--- config.mk ---
export PLATFORM = sky130hd
export DESIGN_NAME = tag_merge
export DESIGN_NICKNAME = d
export VERILOG_FILES = /design/src/rtl/tmerge_pkg.sv /design/src/rtl/src_queue.sv /design/src/rtl/rr_pick.sv /design/src/rtl/tag_merge.sv
export SDC_FILE = /design/constraint.sdc
export NUM_CORES = 1
export LEC_CHECK = 0
export ABC_AREA = 1
export BUFFER_PORTS_ARGS = -buffer_cell sky130_fd_sc_hd__buf_2
export CAP_MARGIN = 20
export CORE_UTILIZATION = 50
export CTS_CLUSTER_SIZE = 30
export DETAILED_ROUTE_END_ITERATION = 6
export PLACE_DENSITY = 0.77
export REMOVE_ABC_BUFFERS = 1
export SYNTH_ARGS = -nofsm -noshare
export SYNTH_HDL_FRONTEND = slang
export SYNTH_HIERARCHICAL = 1
export SYNTH_SLANG_ARGS = --single-unit
--- constraint.sdc ---
create_clock -name clk -period 6.32 [get_ports clk]
set_clock_uncertainty 0.15 [all_clocks]
set_input_delay 0 -clock clk [delete_from_list [all_inputs] [get_ports clk]]
set_output_delay 0 -clock clk [all_outputs]
set_load 0.01 [all_outputs]
--- src/rtl/tmerge_pkg.sv ---
// Shared helpers for the tagged merge queue.
// Assumes: widths are derived at elaboration time only.
package tmerge_pkg;
    // Width of a source index; never below one bit.
    function automatic int id_width(input int n);
        return (n > 1) ? $clog2(n) : 1;
    endfunction
endpackage

--- src/rtl/src_queue.sv ---
// Per-port FIFO of DEPTH words with registered storage.
// Assumes: pop is only raised while the queue is non-empty; ready is
// derived from occupancy only, so a push never lands on a full queue.
module src_queue #(
    parameter int DATA_W = 8,
    parameter int DEPTH  = 2
) (
    input  logic              clk,
    input  logic              rst_n,
    input  logic              push_valid,
    input  logic [DATA_W-1:0] push_data,
    output logic              push_ready,
    input  logic              pop,
    output logic [DATA_W-1:0] head,
    output logic              nonempty
);
    localparam int PW = (DEPTH > 1) ? $clog2(DEPTH) : 1;
    localparam int CW = $clog2(DEPTH + 1);

    logic [DATA_W-1:0] mem [DEPTH];
    logic [PW-1:0]     wr_ptr, rd_ptr;
    logic [CW-1:0]     count;
    logic              do_push;

    // Space and occupancy flags from the count.
    always_comb begin
        push_ready = (count != CW'(DEPTH));
        nonempty   = (count != '0);
        do_push    = push_valid && push_ready;
        head       = mem[rd_ptr];
    end

    // Storage write on accepted push.
    always_ff @(posedge clk) begin
        if (do_push) begin
            mem[wr_ptr] <= push_data;
        end
    end

    // Pointer and occupancy update.
    always_ff @(posedge clk) begin
        if (!rst_n) begin
            wr_ptr <= '0;
            rd_ptr <= '0;
            count  <= '0;
        end else begin
            if (do_push) begin
                wr_ptr <= (wr_ptr == PW'(DEPTH - 1)) ? '0 : wr_ptr + 1'b1;
            end
            if (pop) begin
                rd_ptr <= (rd_ptr == PW'(DEPTH - 1)) ? '0 : rd_ptr + 1'b1;
            end
            case ({do_push, pop})
                2'b10:   count <= count + 1'b1;
                2'b01:   count <= count - 1'b1;
                default: count <= count;
            endcase
        end
    end


    cnt_range_chk: assert property (@(posedge clk) disable iff (!rst_n)
        count <= CW'(DEPTH));


    no_underflow_chk: assert property (@(posedge clk) disable iff (!rst_n)
        pop |-> nonempty);
endmodule

--- src/rtl/rr_pick.sv ---
// Round-robin selector with offer hold.
// Picks the first requesting port at or above the pointer, holds that
// choice until ack, then moves the pointer past the served port.
// Assumes: a granted request stays high until acknowledged.
module rr_pick #(
    parameter int N    = 4,
    parameter int ID_W = 2
) (
    input  logic            clk,
    input  logic            rst_n,
    input  logic [N-1:0]    req,
    input  logic            ack,
    output logic            valid,
    output logic [ID_W-1:0] grant
);
    logic [ID_W-1:0] ptr, held, pick;
    logic            busy, any;

    // Rotating search, lowest distance from the pointer wins.
    always_comb begin
        int idx;
        pick = '0;
        any  = 1'b0;
        for (int k = N - 1; k >= 0; k--) begin
            idx = int'(ptr) + k;
            if (idx >= N) idx = idx - N;
            if (req[idx]) begin
                pick = ID_W'(idx);
                any  = 1'b1;
            end
        end
        grant = busy ? held : pick;
        valid = busy || any;
    end

    // Pointer advance on ack, hold latch while stalled.
    always_ff @(posedge clk) begin
        if (!rst_n) begin
            ptr  <= '0;
            held <= '0;
            busy <= 1'b0;
        end else if (valid && ack) begin
            busy <= 1'b0;
            ptr  <= (grant == ID_W'(N - 1)) ? '0 : grant + 1'b1;
        end else if (valid) begin
            busy <= 1'b1;
            held <= grant;
        end
    end


    grant_hold_chk: assert property (@(posedge clk) disable iff (!rst_n)
        valid && !ack |=> valid && (grant == $past(grant)));


    grant_req_chk: assert property (@(posedge clk) disable iff (!rst_n)
        valid |-> req[grant]);
endmodule

--- src/rtl/tag_merge.sv ---
// Tagged many-to-one merge: NUM_SRC queued inputs, one ID-tagged output
// with valid/ack handshake and round-robin fairness.
// Assumes: the consumer samples out_word while out_valid is high.
module tag_merge
    import tmerge_pkg::*;
#(
    parameter int NUM_SRC = 4,
    parameter int DATA_W  = 8,
    parameter int DEPTH   = 2,
    localparam int ID_W   = id_width(NUM_SRC)
) (
    input  logic                      clk,
    input  logic                      rst_n,
    input  logic [NUM_SRC-1:0]        src_valid,
    input  logic [NUM_SRC*DATA_W-1:0] src_data,
    output logic [NUM_SRC-1:0]        src_ready,
    output logic                      out_valid,
    output logic [ID_W+DATA_W-1:0]    out_word,
    input  logic                      out_ack
);
    logic [DATA_W-1:0]  heads [NUM_SRC];
    logic [NUM_SRC-1:0] nonempty;
    logic [NUM_SRC-1:0] pop_vec;
    logic [ID_W-1:0]    grant;

    for (genvar s = 0; s < NUM_SRC; s++) begin : g_q
        // Dequeue only the offered port on a completed handshake.
        assign pop_vec[s] = out_valid && out_ack && (grant == ID_W'(s));

        src_queue #(.DATA_W(DATA_W), .DEPTH(DEPTH)) i_q (
            .clk        (clk),
            .rst_n      (rst_n),
            .push_valid (src_valid[s]),
            .push_data  (src_data[s*DATA_W +: DATA_W]),
            .push_ready (src_ready[s]),
            .pop        (pop_vec[s]),
            .head       (heads[s]),
            .nonempty   (nonempty[s])
        );
    end

    rr_pick #(.N(NUM_SRC), .ID_W(ID_W)) i_arb (
        .clk   (clk),
        .rst_n (rst_n),
        .req   (nonempty),
        .ack   (out_ack),
        .valid (out_valid),
        .grant (grant)
    );

    // Tag the granted head with its port index.
    always_comb begin
        out_word = {grant, heads[grant]};
    end


    offer_stable_chk: assert property (@(posedge clk) disable iff (!rst_n)
        out_valid && !out_ack |=> out_valid && $stable(out_word));


    pop_onehot_chk: assert property (@(posedge clk) disable iff (!rst_n)
        $onehot0(pop_vec));
endmodule

# Yosys cells after proc, flatten, opt, wreduce, memory -nomap -nowiden
# Memory sizes are Yosys's and may differ from the RTL's. A register that Yosys moved wholly into a read port is not among the register bits.
# Cells that the tools add are included.
op_classes:
  n_addsub: 24
  n_lt_le_gt_ge: 9
  n_eq_ne: 15
  n_mux: 57
  bitwise: 3
  n_reduce_logical: 21
op_table:
  columns: ["cell", "count"]
  rows:
  - ["32-bit by 4-bit < comparator with 1-bit output, second input constant", 4]
  - ["32-bit 2-to-1 mux", 4]
  - ["32-bit by 4-bit >= comparator with 1-bit output, second input constant", 3]
  - ["32-bit by 4-bit subtractor with 32-bit output, second input constant", 3]
  - ["1-bit 2-to-1 mux", 36]
  - ["8-bit binary-select mux with 2-bit select", 1]
  - ["8-bit 2-to-1 mux", 2]
  - ["2-bit one-hot mux with 2 select lines", 4]
  - ["2-bit nonzero test", 8]
  - ["2-bit == test, second input constant", 6]
  - ["2-bit 2-to-1 mux", 6]
  - ["2-bit by 1-bit adder with 2-bit output, second input constant", 5]
  - ["2-bit by 1-bit == test with 1-bit output, second input constant", 5]
  - ["1-bit logical AND", 9]
  - ["1-bit adder, second input constant", 8]
  - ["1-bit binary-select mux with 2-bit select", 4]
  - ["2-bit != test, second input constant", 4]
  - ["2-bit by 1-bit subtractor with 2-bit output, second input constant", 4]
  - ["2-bit by 2-bit adder with 3-bit output, second input constant", 2]
  - ["2-bit by 3-bit subtractor with 4-bit output, second input constant", 1]
  - ["2-bit by 1-bit adder with 3-bit output, second input constant", 1]
  - ["2-bit by 3-bit >= comparator with 1-bit output, second input constant", 1]
  - ["3-bit >= comparator, second input constant", 1]
  - ["2-bit NOT with 3-bit output", 1]
  - ["other kinds (5)", 6]
word_totals:
  ff_bits: 21
  ramBits: 64
  input_bits: 39
  output_inout_bits: 15
  wordCells: 148
  memories: 4
mem_list:
  columns: ["name", "words", "word_bits", "rd", "rd_ports_with_merged_regs", "wr", "line_no", "text"]
  rows:
  - ["g_q[0].i_q.mem", 2, 8, 1, 1, 1, "src_queue.sv:20", "logic [DATA_W-1:0] mem [DEPTH];"]
  - ["g_q[1].i_q.mem", 2, 8, 1, 1, 1, "src_queue.sv:20", null]
  - ["g_q[2].i_q.mem", 2, 8, 1, 1, 1, "src_queue.sv:20", null]
  - ["g_q[3].i_q.mem", 2, 8, 1, 1, 1, "src_queue.sv:20", null]

# Longest topological paths before layout
# Gate-level depths: netlist of run 1.
logic_depth:
  depth_word: 15
  mapped_depth: 21
  mapped_depth_nobuf: 19

# By module
# Netlist of run 1, hierarchy kept.
modules_own_cells:
  columns: ["module", "n_inst", "cells_each", "area_per_inst_um2", "seq_area_each_um2"]
  rows:
  - ["src_queue", 4, 59, 862.1, 580.6]
  - ["rr_pick", 1, 76, 446.7, 100.1]
  - ["tag_merge", 1, 83, 385.4, 0.0]

# Least setup slack after synthesis of run 1
# OpenSTA, ideal clock, no wires.
synth_timing:
  path_type: "flip-flop to flip-flop"
  start: "register g_q[3].i_q.count[1]"
  end: "register g_q[0].i_q.count[1]"
  setup_ns: 0.064
  arrival_time_ns: 2.527
  t_required_ns: 6.106
  setup_slack_ns: 3.580
  stages_incl_launch_ff: 21
  path_buffers: 2
  synth_period_minus_slack_ns: 2.740
  cell_sequence: "dfxtp_1 or2_2 inv_1 nand2_2 nand3_1 nand2_2 inv_1 nand2_1 nand2_1 nand3_2 nand2_2 inv_1 buf_6 buf_6 nor3_1 ha_1 inv_1 nand2_1 nor2_1 nor2_1 nor2_1"
synth_via:
  elab_chain_len: 13
  word_cells_on_any_way: 30
  classes_between: "eq/ne (2); mux (22); reduce/logical (6)"
synth_lines:
  columns: ["item", "line_no", "text"]
  rows:
  - ["from (decl)", "src_queue.sv:22", "logic [CW-1:0] count;"]
  - ["from (signal assigned)", "src_queue.sv:54", "2'b10: count <= count + 1'b1;"]
  - ["from (signal assigned)", "src_queue.sv:55", "2'b01: count <= count - 1'b1;"]
  - ["from (signal assigned)", "src_queue.sv:56", "default: count <= count;"]
  - ["2-bit nonzero test *", "src_queue.sv:28", "nonempty = (count != '0);"]
  - ["via nonempty[3]", "tag_merge.sv:22", "logic [NUM_SRC-1:0] nonempty;"]
  - ["1-bit binary-select mux with 2-bit select", "rr_pick.sv:27", "if (req[idx]) begin"]
  - ["1-bit 2-to-1 mux (not written as such) (2 in a row)", "rr_pick.sv:27", null]
  - ["2-bit 2-to-1 mux (3 in a row)", "rr_pick.sv:27", null]
  - ["2-bit 2-to-1 mux *", "rr_pick.sv:27", null]
  - ["2-bit 2-to-1 mux *", "rr_pick.sv:32", "grant = busy ? held : pick;"]
  - ["via out_word[8]", "tag_merge.sv:18", "output logic [ID_W+DATA_W-1:0] out_word,"]
  - ["2-bit zero test *", "tag_merge.sv:28", "assign pop_vec[s] = out_valid && out_ack && (grant == ID_W'(s));"]
  - ["1-bit logical AND *", "tag_merge.sv:28", null]
  - ["via pop_vec[0]", "tag_merge.sv:23", "logic [NUM_SRC-1:0] pop_vec;"]
  - ["2-bit by 1-bit == test with 1-bit output or 2-bit == test (tied branches)", "src_queue.sv:53", "case ({do_push, pop})"]
  - ["2-bit one-hot mux with 2 select lines or 2-bit nonzero test (tied branches)", null, null]
  - ["to (signal assigned)", "src_queue.sv:54", null]
  - ["to (signal assigned)", "src_queue.sv:55", null]
  - ["to (signal assigned)", "src_queue.sv:56", null]
  - ["to (decl)", "src_queue.sv:22", null]
# Mark *: on every way through the listed nets, which the timed path passes. The rest lies on a longest branch. The select of a mux whose other input is x is not followed.
# A chain may end at the register's enable or synchronous reset.

# Worst setup path in the final report of run 1
layout_timing:
  start: "register i_arb.ptr[0]"
  end: "register g_q[3].i_q.count[1]"
layout_via:
  elab_chain_len: 15
  word_cells_on_any_way: 44
  classes_between: "add/sub (7); order compare (4); eq/ne (3); mux (26); reduce/logical (4)"
layout_lines:
  columns: ["item", "line_no", "text"]
  rows:
  - ["from (decl)", "rr_pick.sv:16", "logic [ID_W-1:0] ptr, held, pick;"]
  - ["from (signal assigned)", "rr_pick.sv:44", "ptr <= (grant == ID_W'(N - 1)) ? '0 : grant + 1'b1;"]
  - ["2-bit by 2-bit adder with 3-bit output", "rr_pick.sv:25", "idx = int'(ptr) + k;"]
  - ["32-bit by 4-bit subtractor with 32-bit output or 32-bit by 4-bit >= comparator with 1-bit output (tied branches)", "rr_pick.sv:26", "if (idx >= N) idx = idx - N;"]
  - ["32-bit 2-to-1 mux", "rr_pick.sv:26", null]
  - ["1-bit binary-select mux with 2-bit select", "rr_pick.sv:27", null]
  - ["1-bit 2-to-1 mux (not written as such) (2 in a row)", "rr_pick.sv:27", null]
  - ["2-bit 2-to-1 mux or 1-bit 2-to-1 mux (tied branches) (4 in a row)", "rr_pick.sv:27", null]
  - ["2-bit 2-to-1 mux or 1-bit logical OR (tied branches)", "rr_pick.sv:32, rr_pick.sv:33", null]
  - ["2-bit == test or 1-bit logical AND (tied branches)", "tag_merge.sv:28", null]
  - ["1-bit logical AND *", "tag_merge.sv:28", null]
  - ["via pop_vec[3]", "tag_merge.sv:23", null]
  - ["2-bit by 1-bit == test with 1-bit output or 2-bit == test (tied branches)", "src_queue.sv:53", null]
  - ["2-bit one-hot mux with 2 select lines or 2-bit nonzero test (tied branches)", null, null]
# Marked as above.

==> flow_summary.rst, run 1 <==
.. list-table::
   :header-rows: 1

   * - Metric
     - Value
   * - Power share of the combinational group
     - between 40 and 50%
   * - Count of pins on the block boundary
     - 54
   * - Detail-routed net length per standard cell
     - about 14 um
   * - Type of destination of the critical path
     - flip-flop
   * - Distinct cell type count of the synthesized netlist
     - 28
   * - Final Critical Period
     - 3330 ps
   * - Top fanout value on the critical path
     - 20
   * - Number of nets in the finished design
     - between 500 and 600
   * - FP Rows
     - 33
   * - Root Buffer
     - sky130_fd_sc_hd__clkbuf_8
   * - Die ar.
     - between 8000 and 9000 um^2
   * - Post-CTS Hold Buffers
     - 42
   * - Highest Clock Rate
     - ~300 MHz
   * - Number of input and output port buffers inserted
     - 53
   * - Static Leakage
     - 2.24 nW
   * - # Max-Cap Violations
     - 0
   * - Worst min-delay path class
     - in2reg
   * - Detailed placement HPWL
     - between 5000 and 6000 um
   * - Antenna violations before repair
     - 0
   * - Final Max Tran Viols
     - 0
   * - CP startpoint kind
     - flip-flop
   * - Placed cell count
     - 544
   * - Detailed-router iteration count before antenna repair
     - 4
   * - DRC violation count after routing
     - 0
   * - Count of mapped cells out of synthesis
     - about 400
   * - Largest net degree at the start of global routing
     - 22
   * - Post-synthesis cell area
     - 4280 um^2
   * - Clock share of power
     - between 15 and 20%
   * - Unrepaired setup endpoints after global routing
     - false
   * - Flop and latch count out of synthesis
     - 89
   * - Sinks on Clock Net
     - 89
   * - Clock tree from TritonCTS
     - built
   * - Aggregate negative setup slack
     - 0 ps
   * - Vertical extent of the die
     - 94.5 um
   * - Number of buffers on the longest clock path
     - 2
   * - Area share of the largest cell type after synthesis
     - between 40% and 50%
   * - 1st-iter DRT viols
     - around 170
   * - Critical Setup Path Class
     - reg2reg
   * - Ratio of routed vias to standard cells
     - around 4.8
   * - Design Power
     - approximately 2.4 mW
   * - Diodes inserted
     - 0
   * - Area growth from synthesis to layout
     - 21.4%
   * - Residual antenna-violating net count after detailed routing
     - 0
   * - Layout cell share with drive strength beyond 1
     - between 30% and 40%
   * - Cell chain of the critical path
     - inv_1 > nand2_1 > nand3_1 > nand2_2 > inv_1 > nand2_1 > nand2_1 > nand3_2 > nand2_2 > inv_1 > inv_8 > nor3_2 > ha_1 > inv_1 > nand2_1 > nor2_1 > nor2_1 > nor2_1
   * - Via Count
     - 2919
   * - Hold path startpoint
     - src_data[26]
   * - First-pass GRT wire length
     - 13200 um
   * - CP Launch Point
     - i_arb/ptr[0]$_SDFFE_PN0P_
   * - Final-report hold violation count
     - 0
   * - CTS Buf Count
     - 9
   * - Peak ir drop on the vdd network
     - 0.204 mV
   * - Total congestion overflow
     - 0
   * - Post-CTS Setup Bufs
     - 0
   * - Net switching share of the total power
     - 41.9%
   * - Starting utilization of the core area
     - 51.8%
   * - Clock-pin slew of the registers on the worst-case setup and hold paths
     - around 90 ps
   * - Mean cell area of the mapped netlist
     - 10.8 um^2
   * - Switch Pwr
     - about 1.0 mW
   * - Largest stage delay on the critical path
     - approximately 600 ps
   * - Run status
     - complete, no violations
   * - Reg2Reg Launch Point
     - i_arb/ptr[0]$_SDFFE_PN0P_
   * - Number of cells in the finished layout apart from fillers
     - 602
   * - Worst-margin pin slew
     - around 750 ps
   * - Vias in the first global route
     - between 2000 and 3000
   * - Part of the cycle the worst path needs
     - between 50% and 60%
   * - Relative slew margins
     - roughly half
   * - Worst endpoint data arrival time
     - roughly 3500 ps
   * - Internal power contribution
     - 1.39 mW
   * - Routability congestion estimate
     - between 0.9 and 1
   * - Number of gates given a new drive strength after cts
     - 0
   * - Cell Pwr Density
     - approximately 460 nW/um^2
   * - Latest clock arrival within the worst-skew pair
     - 350 ps
   * - Largest cells by area after synthesis
     - sky130_fd_sc_hd__edfxtp_1 45%, sky130_fd_sc_hd__dfxtp_1 12%, sky130_fd_sc_hd__mux2_4 11%
   * - CP max stage cell
     - sky130_fd_sc_hd__dfxtp_1
   * - Final wirelength
     - 8370 um
   * - Die outline width
     - between 90 and 100 um
   * - Data required time of the worst path
     - 6460 ps
   * - Depth of the CTS H-tree
     - 3
   * - Fraction of the yosys area taken by sequential cells
     - between 50% and 60%
   * - Cell taking the most area after synthesis
     - sky130_fd_sc_hd__edfxtp_1
   * - Synth warnings
     - 6
   * - Global-route usage over all layers
     - 19.8%
   * - Floorplan core area
     - ~8300 um^2
   * - Power share of the sequential group
     - between 30% and 40%
   * - Final setup viols
     - 0
power groups by stage:
stage                     registers, mW  logic, mW  clock network, mW
after global routing              0.852       1.30              0.427
after CTS                         0.838       1.16              0.399
final                             0.837       1.16              0.394
after global placement            0.845       1.09                  0
after detailed placement          0.851       1.13                  0
after floorplan                   0.830      0.839                  0
kinds of logic after synthesis:
group | count (synthesis) | synth area share, %
flip-flops | 89 | 56.6
multiplexers | 32 | 11.2
buffers and inverters | 41 | 5.38
AO/OA/AOI/OAI | 17 | 2.08
adder cells (fa/ha/maj) | 4 | 1.17
AND/OR/NAND/NOR | 211 | 23.4
XOR/XNOR | 1 | 0.205
synth_stat cells:
cell type / count
sky130_fd_sc_hd__ha_1: 4
sky130_fd_sc_hd__nor3_2: 2
sky130_fd_sc_hd__nor3_4: 1
sky130_fd_sc_hd__nand2_2: 21
sky130_fd_sc_hd__inv_2: 6
sky130_fd_sc_hd__nand2_1: 108
sky130_fd_sc_hd__o21ai_2: 1
sky130_fd_sc_hd__dfxtp_1: 25
sky130_fd_sc_hd__o21ai_0: 4
sky130_fd_sc_hd__nor2_2: 9
sky130_fd_sc_hd__nand2_4: 8
sky130_fd_sc_hd__inv_1: 25
sky130_fd_sc_hd__mux2_4: 32
sky130_fd_sc_hd__nor2_1: 39
sky130_fd_sc_hd__nor3_1: 2
sky130_fd_sc_hd__buf_6: 7
sky130_fd_sc_hd__a21oi_1: 7
sky130_fd_sc_hd__or2_2: 5
sky130_fd_sc_hd__nor3b_1: 1
sky130_fd_sc_hd__edfxtp_1: 64
sky130_fd_sc_hd__nand3_2: 1
sky130_fd_sc_hd__o21ai_1: 5
sky130_fd_sc_hd__nand4_1: 4
sky130_fd_sc_hd__xnor2_1: 1
sky130_fd_sc_hd__buf_12: 1
sky130_fd_sc_hd__nand3_1: 10
sky130_fd_sc_hd__inv_8: 1
sky130_fd_sc_hd__clkbuf_1: 1
registers in the layout, summed over array words and instances, names as in the netlist, named ones only:
name and flops:
g_q.i_q/rd_ptr 4, g_q.i_q/wr_ptr 4, i_arb/held 2, g_q.i_q/count 8, g_q.i_q/mem 64, i_arb/ptr 2
i_arb/busy 1
critical path, delay by kind of cell (launching register included):
| family | cells | cell delay (ps) |
|---|---|---|
| DFF | 1 | 600 |
| and+or+nand+nor | 12 | 1190 |
| buffers and inverters | 5 | 1020 |
| adders and majority gates | 1 | 300 |
layout by cell type (no fill, tap or decap), types with 10 or more instances in the layout:
cell / netlist / layout
sky130_fd_sc_hd__nand3_1: 10 / 10
sky130_fd_sc_hd__nand2_1: 108 / 108
sky130_fd_sc_hd__mux2_4: 32 / 32
sky130_fd_sc_hd__edfxtp_1: 64 / 64
sky130_fd_sc_hd__nand2_2: 21 / 21
sky130_fd_sc_hd__dlygate4sd3_1: 0 / 42
sky130_fd_sc_hd__inv_1: 25 / 25
sky130_fd_sc_hd__nor2_1: 39 / 39
sky130_fd_sc_hd__dfxtp_1: 25 / 25
sky130_fd_sc_hd__buf_2: 0 / 53
stage by stage:
stage	utilization [%]	area, um^2	hold slack (ps)	setup WS [ps]
after floorplan	-	4180	-73.9	3440
after global placement	55.4	4570	37.6	3240
after detailed placement	55.4	4570	40.7	3080
after CTS	62.9	5200	205	3050
after global routing	62.9	5200	216	2720
final	62.9	5200	217	2990
routing by layer:
metal | GRT usage [%] | vias up | part of all wire (%)
met4 | 9.60 | 0 | 2.8
li1 | - | 1500 | -
met5 | 0 | - | 0
met1 | 23.4 | 1333 | 45
met2 | 34.5 | 67 | 49
met3 | 3.70 | 19 | 3.5
area by class of cell:
cell class,instances,area (um^2)
repair buffers,95,686
inverters,32,128
fillers,658,3060
clock buffers,9,124
flip-flops and latches,89,2420
well taps,105,131
clock inverters,7,77.6
multi-input cells,265,1630
final timing paths:
path / endpoint / slack [ps] / cells after the start
worst min register to register: g_q[0].i_q/rd_ptr$_SDFFE_PN0P_ / 360 / 2
worst max register to register: g_q[3].i_q/count[1]$_SDFFE_PN0P_ / 2990 / 18
worst min-delay path: g_q[3].i_q/mem[0][2]$_DFFE_PP_ / 220 / 2
worst max-delay path: g_q[3].i_q/count[1]$_SDFFE_PN0P_ / 2990 / 18
No activity file was read; power rests on OpenSTA's default activity.
==> run 2: changes to the inputs <==
--- a/config.mk
+++ b/config.mk
@@ -11,7 +11,7 @@
 export CORE_UTILIZATION = 50
 export CTS_CLUSTER_SIZE = 30
 export DETAILED_ROUTE_END_ITERATION = 6
-export PLACE_DENSITY = 0.77
+export PLACE_DENSITY = 0.8
 export REMOVE_ABC_BUFFERS = 1
 export SYNTH_ARGS = -nofsm -noshare
 export SYNTH_HDL_FRONTEND = slang
==> constraint.sdc (replaced) <==
create_clock -name clk -period 2.9 [get_ports clk]
set_clock_uncertainty 0.15 [all_clocks]
set_input_delay 0 -clock clk [delete_from_list [all_inputs] [get_ports clk]]
set_output_delay 0 -clock clk [all_outputs]
set_load 0.01 [all_outputs]
==> run 2 against run 1 <==
Effect of this change:
- sequential power increased by 120%
- sequential share of layout area decreased by 1.3 points
- routed wire length increased by 5.2%
- final cell count increased by 1.3%
- design area increased by 3.4%
- combinational power increased to 2.6 times the previous value
- clock power increased by 110%
- via count increased by 4.2%
- critical endpoint is now out_word[5]
- largest cell class unchanged
- largest power group unchanged
- highest routed layer unchanged
==> flow_summary.rst, run 2 (synthesized netlist as in run 1, its figures left out) <==
.. list-table::
   :header-rows: 1

   * - Metric
     - Value
   * - Run status
     - complete, no violations (unchanged)
   * - Register ranked first by flip-flop count
     - g_q.i_q/mem (unchanged)
   * - Residual antenna-violating net count after detailed routing
     - 0 (unchanged)
   * - First-pass GRT wire length
     - 13000 um (was 13200 um)
   * - Area growth from synthesis to layout
     - 25.6% (was 21.4%)
   * - Final-report hold violation count
     - 0 (unchanged)
   * - Highest Clock Rate
     - 364 MHz
   * - Relative slew margins
     - 47.3% (was 49.9%)
   * - Most common library cell in the layout ignoring fill and taps
     - sky130_fd_sc_hd__nand2_1 (unchanged)
   * - Largest stage delay on the critical path
     - 350 ps (was 600 ps)
   * - Register area
     - 2440 um^2 (was 2420 um^2)
   * - Floorplan core area
     - 8260 um^2 (unchanged)
   * - Global-route usage over all layers
     - 19.5% (was 19.8%)
   * - Final Critical Period
     - 2750 ps
   * - Ratio of routed vias to standard cells
     - 4.99 (was 4.85)
   * - Final core utilization
     - 65.1% (was 62.9%)
   * - Final Max Tran Viols
     - 0 (unchanged)
   * - Largest net degree at the start of global routing
     - 22 (unchanged)
   * - Data required time of the worst path
     - 2750 ps (was 6460 ps)
   * - CTS Buf Count
     - 9 (unchanged)
   * - Die ar.
     - 8930 um^2 (unchanged)
   * - Aggregate negative setup slack
     - 0 ps (unchanged)
   * - Vias in the first global route
     - 2853 (was 2898)
   * - Depth of the CTS H-tree
     - 3 (unchanged)
   * - Clock tree from TritonCTS
     - built (unchanged)
   * - Footprint of the multi-input gates
     - 1710 um^2 (was 1630 um^2)
   * - Final setup viols
     - 0 (unchanged)
   * - 1st-iter DRT viols
     - 111 (was 172)
   * - Total congestion overflow
     - 0 (unchanged)
   * - CP max stage cell
     - sky130_fd_sc_hd__dfxtp_4 (was sky130_fd_sc_hd__dfxtp_1)
   * - FP Rows
     - 33 (unchanged)
   * - Die outline width
     - 94.5 um (unchanged)
   * - Diodes inserted
     - 0 (unchanged)
   * - Fillers
     - 621 (was 658)
   * - Number of input and output port buffers inserted
     - 53 (unchanged)
   * - Worst min-delay path class
     - in2reg (unchanged)
   * - Part of the cycle the worst path needs
     - a little over nine tenths
   * - Via Count
     - 3041 (was 2919)
   * - Vertical extent of the die
     - 94.5 um (unchanged)
   * - Cell chain of the critical path
     - or2_2 > inv_2 > nand2_2 > nand3_2 > nand2_1 > nand3_1 > nand2_1 > nand2_1 > nand3_2 > nand2_2 > clkinvlp_4 > inv_8 > buf_12 > nand2_2 > nand2_1 > nand2_1 > nand2_1 > buf_2 (was inv_1 > nand2_1 > nand3_1 > nand2_2 > inv_1 > nand2_1 > nand2_1 > nand3_2 > nand2_2 > inv_1 > inv_8 > nor3_2 > ha_1 > inv_1 > nand2_1 > nor2_1 > nor2_1 > nor2_1)
   * - Worst endpoint data arrival time
     - 2600 ps (was 3470 ps)
   * - Detailed placement HPWL
     - 5830 um (was 5780 um)
   * - Detailed-router iteration count before antenna repair
     - 4 (unchanged)
   * - Count of pins on the block boundary
     - 54 (unchanged)
   * - Detail-routed net length per standard cell
     - 14.4 um (was 13.9 um)
   * - DRC violation count after routing
     - 0 (unchanged)
   * - Static Leakage
     - 2.32 nW (was 2.24 nW)
   * - Routability congestion estimate
     - 0.803 (was 0.956)
   * - Sinks on Clock Net
     - 89 (unchanged)
   * - Layout cell share with drive strength beyond 1
     - 37.0% (was 31.2%)
   * - Final wirelength
     - 8800 um (was 8370 um)
   * - Cell Pwr Density
     - 1060 nW/um^2 (was 460 nW/um^2)
   * - Flip-flop count of the largest register after layout
     - 64 (unchanged)
   * - Final Hold Slack
     - 220 ps (was 217 ps)
   * - Peak ir drop on the vdd network
     - 0.425 mV (was 0.204 mV)
   * - Number of buffer and inverter stages on the critical path
     - 5 (unchanged)
   * - Commonest cells after routing, fill and taps aside
     - 103 x sky130_fd_sc_hd__nand2_1, 64 x sky130_fd_sc_hd__edfxtp_1, 53 x sky130_fd_sc_hd__buf_2, 39 x sky130_fd_sc_hd__nor2_1, 39 x sky130_fd_sc_hd__dlygate4sd3_1 (was 108 x sky130_fd_sc_hd__nand2_1, 64 x sky130_fd_sc_hd__edfxtp_1, 53 x sky130_fd_sc_hd__buf_2, 42 x sky130_fd_sc_hd__dlygate4sd3_1, 39 x sky130_fd_sc_hd__nor2_1)
   * - Registers with the most flip-flops
     - g_q.i_q/mem: 64 flops, g_q.i_q/count: 8 flops (unchanged)
   * - Root Buffer
     - sky130_fd_sc_hd__clkbuf_8 (unchanged)
   * - Cell family contributing the most delay on the critical path
     - simple AND/OR/NAND/NOR gates (unchanged)
   * - Type of destination of the critical path
     - primary output (was flip-flop)
   * - # Max-Cap Violations
     - 0 (unchanged)
   * - Top fanout value on the critical path
     - 8 (was 20)
   * - Number of nets in the finished design
     - 543 (was 535)
   * - Antenna violations before repair
     - 0 (unchanged)
   * - Worst-margin pin slew
     - 788 ps (was 749 ps)
   * - Number of buffers on the longest clock path
     - 2 (unchanged)
   * - Starting utilization of the core area
     - 51.8% (unchanged)
   * - Library cell appearing most often on the critical path
     - sky130_fd_sc_hd__nand2_1
   * - CP startpoint kind
     - flip-flop (unchanged)
   * - Latest clock arrival within the worst-skew pair
     - 340 ps (was 350 ps)
   * - Critical Setup Path Class
     - reg2out (was reg2reg)
   * - Clock-pin slew of the registers on the worst-case setup and hold paths
     - 80 ps (was 90 ps)
[run 2: changes by cell type in the layout (fill, tap and decap cells not counted), sizes merged]
cell,change
buf,+10
clkbuf,+1
clkinv,+2
clkinvlp,-1
dlygate4sd3,-3
inv,-1
[run 2: metal layers]
metal	vias to the layer above	routed length (um)	share of wire, %	track usage, %
li1	1510	-	-	-
met1	1415	3590	41	23.3
met2	107	4630	53	34.2
met3	9	476	5.4	4.03
met4	0	102	1.2	7.70
met5	-	0	0	0
[run 2: where the power goes]
part	switching [mW]	leakage [nW]	internal, mW	total [mW]
Sequential	0.188	0.808	1.63	1.82
Combinational	1.76	1.41	1.27	3.04
Clock	0.430	0.0991	0.399	0.828
Total	2.38	2.32	3.31	5.69
[run 2: layout make-up]
cell class	count	area share (%)
Sequential cell	89	45.3
Clock inverter	7	1.28
Clock buffer	9	2.30
Timing Repair Buffer	103	14.4
Inverter	32	2.44
Tap cell	105	2.44
Multi-Input combinational cell	265	31.8
[run 2: path summary, 6_finish.rpt]
check	slack, ps	from	endpoint	depth (start not counted)
worst min-delay path	220	src_data[30]	g_q[3].i_q/mem[0][6]$_DFFE_PP_	2
worst max register to register	200	g_q[1].i_q/count[1]$_SDFFE_PN0P_	g_q[3].i_q/count[1]$_SDFFE_PN0P_	19
worst min register to register	360	g_q[3].i_q/rd_ptr$_SDFFE_PN0P_	g_q[3].i_q/rd_ptr$_SDFFE_PN0P_	2
worst max-delay path	150	g_q[1].i_q/count[1]$_SDFFE_PN0P_	out_word[5]	18
[run 2: per-stage QoR]
step	cell area (um^2)	total power [mW]	cells	setup WS, ps
after detailed placement	4620	4.44	550	95.3
after CTS	5200	5.32	605	65.4
after global placement	4620	4.35	550	191
after global routing	5380	6.07	610	-7.41
final	5380	5.69	610	149
after floorplan	4180	3.64	386	24.3
[run 2: repair_timing]
item | 4_1_cts | 5_1_grt
buffers inserted | 0 | 4
endpoints found under the setup margin | 0 | 14
hold buffers | 39 | 0
hold endpoints to repair | 121 | 0
resized for setup | 0 | 36
==> run 3: changes to the inputs <==
--- a/config.mk
+++ b/config.mk
@@ -5,13 +5,12 @@
 export SDC_FILE = /design/constraint.sdc
 export NUM_CORES = 1
 export LEC_CHECK = 0
-export ABC_AREA = 1
 export BUFFER_PORTS_ARGS = -buffer_cell sky130_fd_sc_hd__buf_2
 export CAP_MARGIN = 20
 export CORE_UTILIZATION = 50
 export CTS_CLUSTER_SIZE = 30
 export DETAILED_ROUTE_END_ITERATION = 6
-export PLACE_DENSITY = 0.8
+export PLACE_DENSITY = 0.81
 export REMOVE_ABC_BUFFERS = 1
 export SYNTH_ARGS = -nofsm -noshare
 export SYNTH_HDL_FRONTEND = slang
==> run 3 against run 2 <==
Effect of this change:
- sequential power is essentially flat
- first-iteration DRC count shrank 27%
- synthesized area shrank 10%
- largest cell class unchanged
- non-clock buffer count shrank 3
- largest power group unchanged
- clock power shrank 8.1%
- critical endpoint is now out_word[7]
- combinational power shrank 30%
==> flow_summary.rst, run 3 <==
.. list-table::
   :header-rows: 1

   * - Metric
     - Value
   * - Total congestion overflow
     - 0 (unchanged)
   * - Aggregate negative setup slack
     - 0 ps (unchanged)
   * - Run status
     - complete, no violations (unchanged)
   * - Reg2Reg Launch Point
     - g_q[2].i_q/count[0]$_SDFFE_PN0P_ (was g_q[1].i_q/count[1]$_SDFFE_PN0P_)
   * - Count of mapped cells out of synthesis
     - 255 (was 395)
   * - Final Max Tran Viols
     - 0 (unchanged)
   * - Largest cells by area after synthesis
     - sky130_fd_sc_hd__edfxtp_1 50%, sky130_fd_sc_hd__dfxtp_1 13%, sky130_fd_sc_hd__mux2_2 9.4% (was sky130_fd_sc_hd__edfxtp_1 45%, sky130_fd_sc_hd__dfxtp_1 12%, sky130_fd_sc_hd__mux2_4 11%)
   * - Depth of the CTS H-tree
     - 3 (unchanged)
   * - Via Count
     - 2399 (was 3041)
   * - Peak ir drop on the vdd network
     - 0.690 mV (was 0.425 mV)
   * - Static Leakage
     - 1.84 nW (was 2.32 nW)
   * - Antenna violations before repair
     - 0 (unchanged)
   * - Type of destination of the critical path
     - primary output (unchanged)
   * - Part of the cycle the worst path needs
     - 93.0% (was 94.9%)
   * - Share of synthesized registers carrying an async set or reset
     - 0% (unchanged)
   * - Clock-pin slew of the registers on the worst-case setup and hold paths
     - 90 ps (was 80 ps)
   * - DRC violation count after routing
     - 0 (unchanged)
   * - Area growth from synthesis to layout
     - 26.1% (was 25.6%)
   * - Highest Clock Rate
     - 371 MHz (was 364 MHz)
   * - Relative slew margins
     - 67.9% (was 47.3%)
   * - Final wirelength
     - 7210 um (was 8800 um)
   * - Commonest cells after routing, fill and taps aside
     - 64 x sky130_fd_sc_hd__edfxtp_1, 53 x sky130_fd_sc_hd__buf_2, 43 x sky130_fd_sc_hd__dlygate4sd3_1, 32 x sky130_fd_sc_hd__mux2_2, 25 x sky130_fd_sc_hd__dfxtp_1 (was 103 x sky130_fd_sc_hd__nand2_1, 64 x sky130_fd_sc_hd__edfxtp_1, 53 x sky130_fd_sc_hd__buf_2, 39 x sky130_fd_sc_hd__nor2_1, 39 x sky130_fd_sc_hd__dlygate4sd3_1)
   * - Detailed-router iteration count before antenna repair
     - 4 (unchanged)
   * - Synth warnings
     - 6 (unchanged)
   * - Diodes inserted
     - 0 (unchanged)
   * - Root Buffer
     - sky130_fd_sc_hd__clkbuf_8 (unchanged)
   * - # Max-Cap Violations
     - 0 (unchanged)
   * - Worst-margin pin slew
     - 481 ps (was 788 ps)
   * - Final core utilization
     - 66.1% (was 65.1%)
   * - Crit path setup slack, layout
     - 202 ps (was 149 ps)
   * - Count of pins on the block boundary
     - 54 (unchanged)
   * - Post-synthesis cell area
     - 3840 um^2 (was 4280 um^2)
   * - Area share of the largest cell type after synthesis
     - 50.0% (was 44.9%)
   * - Detail-routed net length per standard cell
     - 15.5 um (was 14.4 um)
   * - Pre-CTS setup slack
     - 246 ps (was 95.3 ps)
   * - Number of buffers on the longest clock path
     - 2 (unchanged)
   * - R2R depth
     - 9 (was 19)
   * - First-pass GRT wire length
     - 11300 um (was 13000 um)
   * - Largest net degree at the start of global routing
     - 23 (was 22)
   * - Data required time of the worst path
     - 2750 ps (about the same)
   * - Die ar.
     - 8040 um^2 (was 8930 um^2)
   * - Cell taking the most area after synthesis
     - sky130_fd_sc_hd__edfxtp_1 (unchanged)
   * - Busiest layer in global routing
     - met2 (unchanged)
   * - Routability congestion estimate
     - 0.886 (was 0.803)
   * - Design Power
     - 4.72 mW (was 5.69 mW)
   * - Detailed placement HPWL
     - 5020 um (was 5830 um)
   * - Met3 GRT Util
     - 3.38% (was 4.03%)
   * - Most common cell in the netlist
     - sky130_fd_sc_hd__edfxtp_1 (was sky130_fd_sc_hd__nand2_1)
   * - Sinks on Clock Net
     - 89 (unchanged)
   * - Most common library cell in the layout ignoring fill and taps
     - sky130_fd_sc_hd__edfxtp_1 (was sky130_fd_sc_hd__nand2_1)
   * - Vias in the first global route
     - 2400 (was 2853)
   * - Starting utilization of the core area
     - 52.4% (was 51.8%)
   * - Floorplan core area
     - 7330 um^2 (was 8260 um^2)
   * - Final-report hold violation count
     - 0 (unchanged)
   * - 1st-iter DRT viols
     - 81 (was 111)
   * - Distinct cell type count of the synthesized netlist
     - 42 (was 28)
   * - Fraction of the yosys area taken by sequential cells
     - 63.0% (was 56.6%)
   * - Capture point of the worst reg-to-reg path
     - g_q[2].i_q/count[1]$_SDFFE_PN0P_ (was g_q[3].i_q/count[1]$_SDFFE_PN0P_)
   * - Critical Setup Path Class
     - reg2out (unchanged)
   * - Min-Delay Path Depth
     - 2 (unchanged)
   * - Vertical extent of the die
     - 89.7 um (was 94.5 um)
   * - Top fanout value on the critical path
     - 9 (was 8)
   * - Flop-to-flop setup slack
     - 220 ps (was 200 ps)
   * - Clock tree from TritonCTS
     - built (unchanged)
   * - Final Critical Period
     - 2700 ps (was 2750 ps)
   * - Final setup viols
     - 0 (unchanged)
   * - Flop and latch count out of synthesis
     - 89 (unchanged)
   * - Number of synthesized flops with an enable pin
     - 64 (unchanged)
   * - Hold path startpoint
     - src_data[14] (was src_data[30])
   * - Mean cell area of the mapped netlist
     - 15.1 um^2 (was 10.8 um^2)
   * - Met2 global-route usage
     - 34.6% (was 34.2%)
   * - Worst endpoint data arrival time
     - 2550 ps (was 2600 ps)
   * - Commonest cells post-synth
     - 64 x sky130_fd_sc_hd__edfxtp_1, 32 x sky130_fd_sc_hd__mux2_2, 25 x sky130_fd_sc_hd__dfxtp_1 (was 108 x sky130_fd_sc_hd__nand2_1, 64 x sky130_fd_sc_hd__edfxtp_1, 39 x sky130_fd_sc_hd__nor2_1)
   * - Final Hold Slack
     - 214 ps (was 220 ps)
   * - FP Rows
     - 31 (was 33)
   * - Global-route usage over all layers
     - 19.8% (was 19.5%)
   * - Global-route met1 utilization
     - 24.3% (was 23.3%)
   * - Registers with the most flip-flops
     - g_q.i_q/mem: 64 flops, g_q.i_q/count: 8 flops (unchanged)
   * - Endpoint of the worst hold-timing path
     - g_q[1].i_q/mem[0][6]$_DFFE_PP_ (was g_q[3].i_q/mem[0][6]$_DFFE_PP_)
   * - Worst min-delay path class
     - in2reg (unchanged)
   * - CTS Buf Count
     - 9 (unchanged)
   * - Number of nets in the finished design
     - 403 (was 543)
   * - Primary FF master, synth
     - sky130_fd_sc_hd__edfxtp_1 (unchanged)
   * - Register ranked first by flip-flop count
     - g_q.i_q/mem (unchanged)
   * - Residual antenna-violating net count after detailed routing
     - 0 (unchanged)
   * - Number of input and output port buffers inserted
     - 53 (unchanged)
   * - Ratio of routed vias to standard cells
     - 5.17 (was 4.99)
   * - Die outline width
     - 89.7 um (was 94.5 um)
   * - Latest clock arrival within the worst-skew pair
     - 350 ps (was 340 ps)
   * - Flip-flop count of the largest register after layout
     - 64 (unchanged)
   * - Unrepaired setup endpoints after global routing
     - false
   * - Layout cell share with drive strength beyond 1
     - 35.9% (was 37.0%)
   * - CP startpoint kind
     - flip-flop (unchanged)
   * - Cell Pwr Density
     - 974 nW/um^2 (was 1060 nW/um^2)
[run 3: cell types whose count changed after synthesis, moves of 8 or more]
cell / previous run / this run
sky130_fd_sc_hd__nand2_1: 108 / 9
sky130_fd_sc_hd__inv_1: 25 / 8
sky130_fd_sc_hd__nand3_1: 10 / 0
sky130_fd_sc_hd__nor2_2: 9 / 0
sky130_fd_sc_hd__nand2_2: 21 / 0
sky130_fd_sc_hd__and2_1: 0 / 12
sky130_fd_sc_hd__nor2_1: 39 / 4
sky130_fd_sc_hd__nand2_4: 8 / 0
sky130_fd_sc_hd__mux2_4: 32 / 0
sky130_fd_sc_hd__mux2_2: 0 / 32
[run 3: how the worst max path moves through the flow]
stage / startpoint / endpoint / slack, ps / cells after the start
after floorplan: g_q[2].i_q/count[0]$_SDFFE_PN0P_ / g_q[2].i_q/count[1]$_SDFFE_PN0P_ / 10 / 8
after global placement: g_q[2].i_q/count[0]$_SDFFE_PN0P_ / g_q[2].i_q/count[1]$_SDFFE_PN0P_ / 320 / 8
after detailed placement: g_q[2].i_q/count[0]$_SDFFE_PN0P_ / g_q[0].i_q/count[1]$_SDFFE_PN0P_ / 250 / 8
after CTS: g_q[2].i_q/count[0]$_SDFFE_PN0P_ / out_word[7] / 10 / 7
after global routing: g_q[2].i_q/count[1]$_SDFFE_PN0P_ / out_word[7] / 70 / 8
final: g_q[2].i_q/count[0]$_SDFFE_PN0P_ / out_word[7] / 200 / 7
[run 3: per-stage QoR]
step / area [um^2] / instances
2_1_floorplan: 3810 / 249
3_3_place_gp: 4220 / 404
3_5_place_dp: 4220 / 404
4_1_cts: 4830 / 463
5_1_grt: 4850 / 464
6_report: 4850 / 464
[run 3: cell type report]
class | instances | area, um^2
clock buffer | 10 | 128
tap | 99 | 124
clock inverter | 6 | 51.3
sequential | 89 | 2420
fill | 528 | 2480
inverter | 8 | 30.0
timing repair buffer | 100 | 729
multi-input combinational | 152 | 1360
[run 3: power breakdown]
part / total [mW] / internal, mW / switching, mW
Sequential: 1.82 / 1.64 / 0.186
Clock: 0.761 / 0.322 / 0.439
Combinational: 2.14 / 1.12 / 1.01
[run 3: repair_timing]
item / in CTS / in global routing
resized for setup: 0 / 4
hold buffers: 43 / 0
hold endpoints to repair: 89 / 0
setup endpoints to repair: 0 / 10
setup buffers: 0 / 1
[run 3: cell families after synthesis]
| logic type | after synthesis | synth area share, % |
|---|---|---|
| buffers and inverters | 14 | 1.72 |
| adders and majority gates | 4 | 1.30 |
| DFF | 89 | 63.0 |
| AOI/OAI and AO/OA | 37 | 7.03 |
| muxes | 40 | 14.3 |
| xor gates and xnor gates | 12 | 2.73 |
| and+or+nand+nor | 59 | 9.96 |
[run 3: routing by layer]
layer	share of wire (%)	vias up
met4	1.0	0
li1	-	1182
met3	4.5	9
met1	44	1150
met5	0	-
met2	50	58
[run 3: critical path: stages, from the launching register on]
cell and delay, ps:
sky130_fd_sc_hd__dfxtp_1 350, sky130_fd_sc_hd__or2_2 340, sky130_fd_sc_hd__nand3b_1 220, sky130_fd_sc_hd__a21oi_2 200
sky130_fd_sc_hd__o21a_2 170, sky130_fd_sc_hd__buf_6 170, sky130_fd_sc_hd__mux4_1 580, sky130_fd_sc_hd__buf_2 160
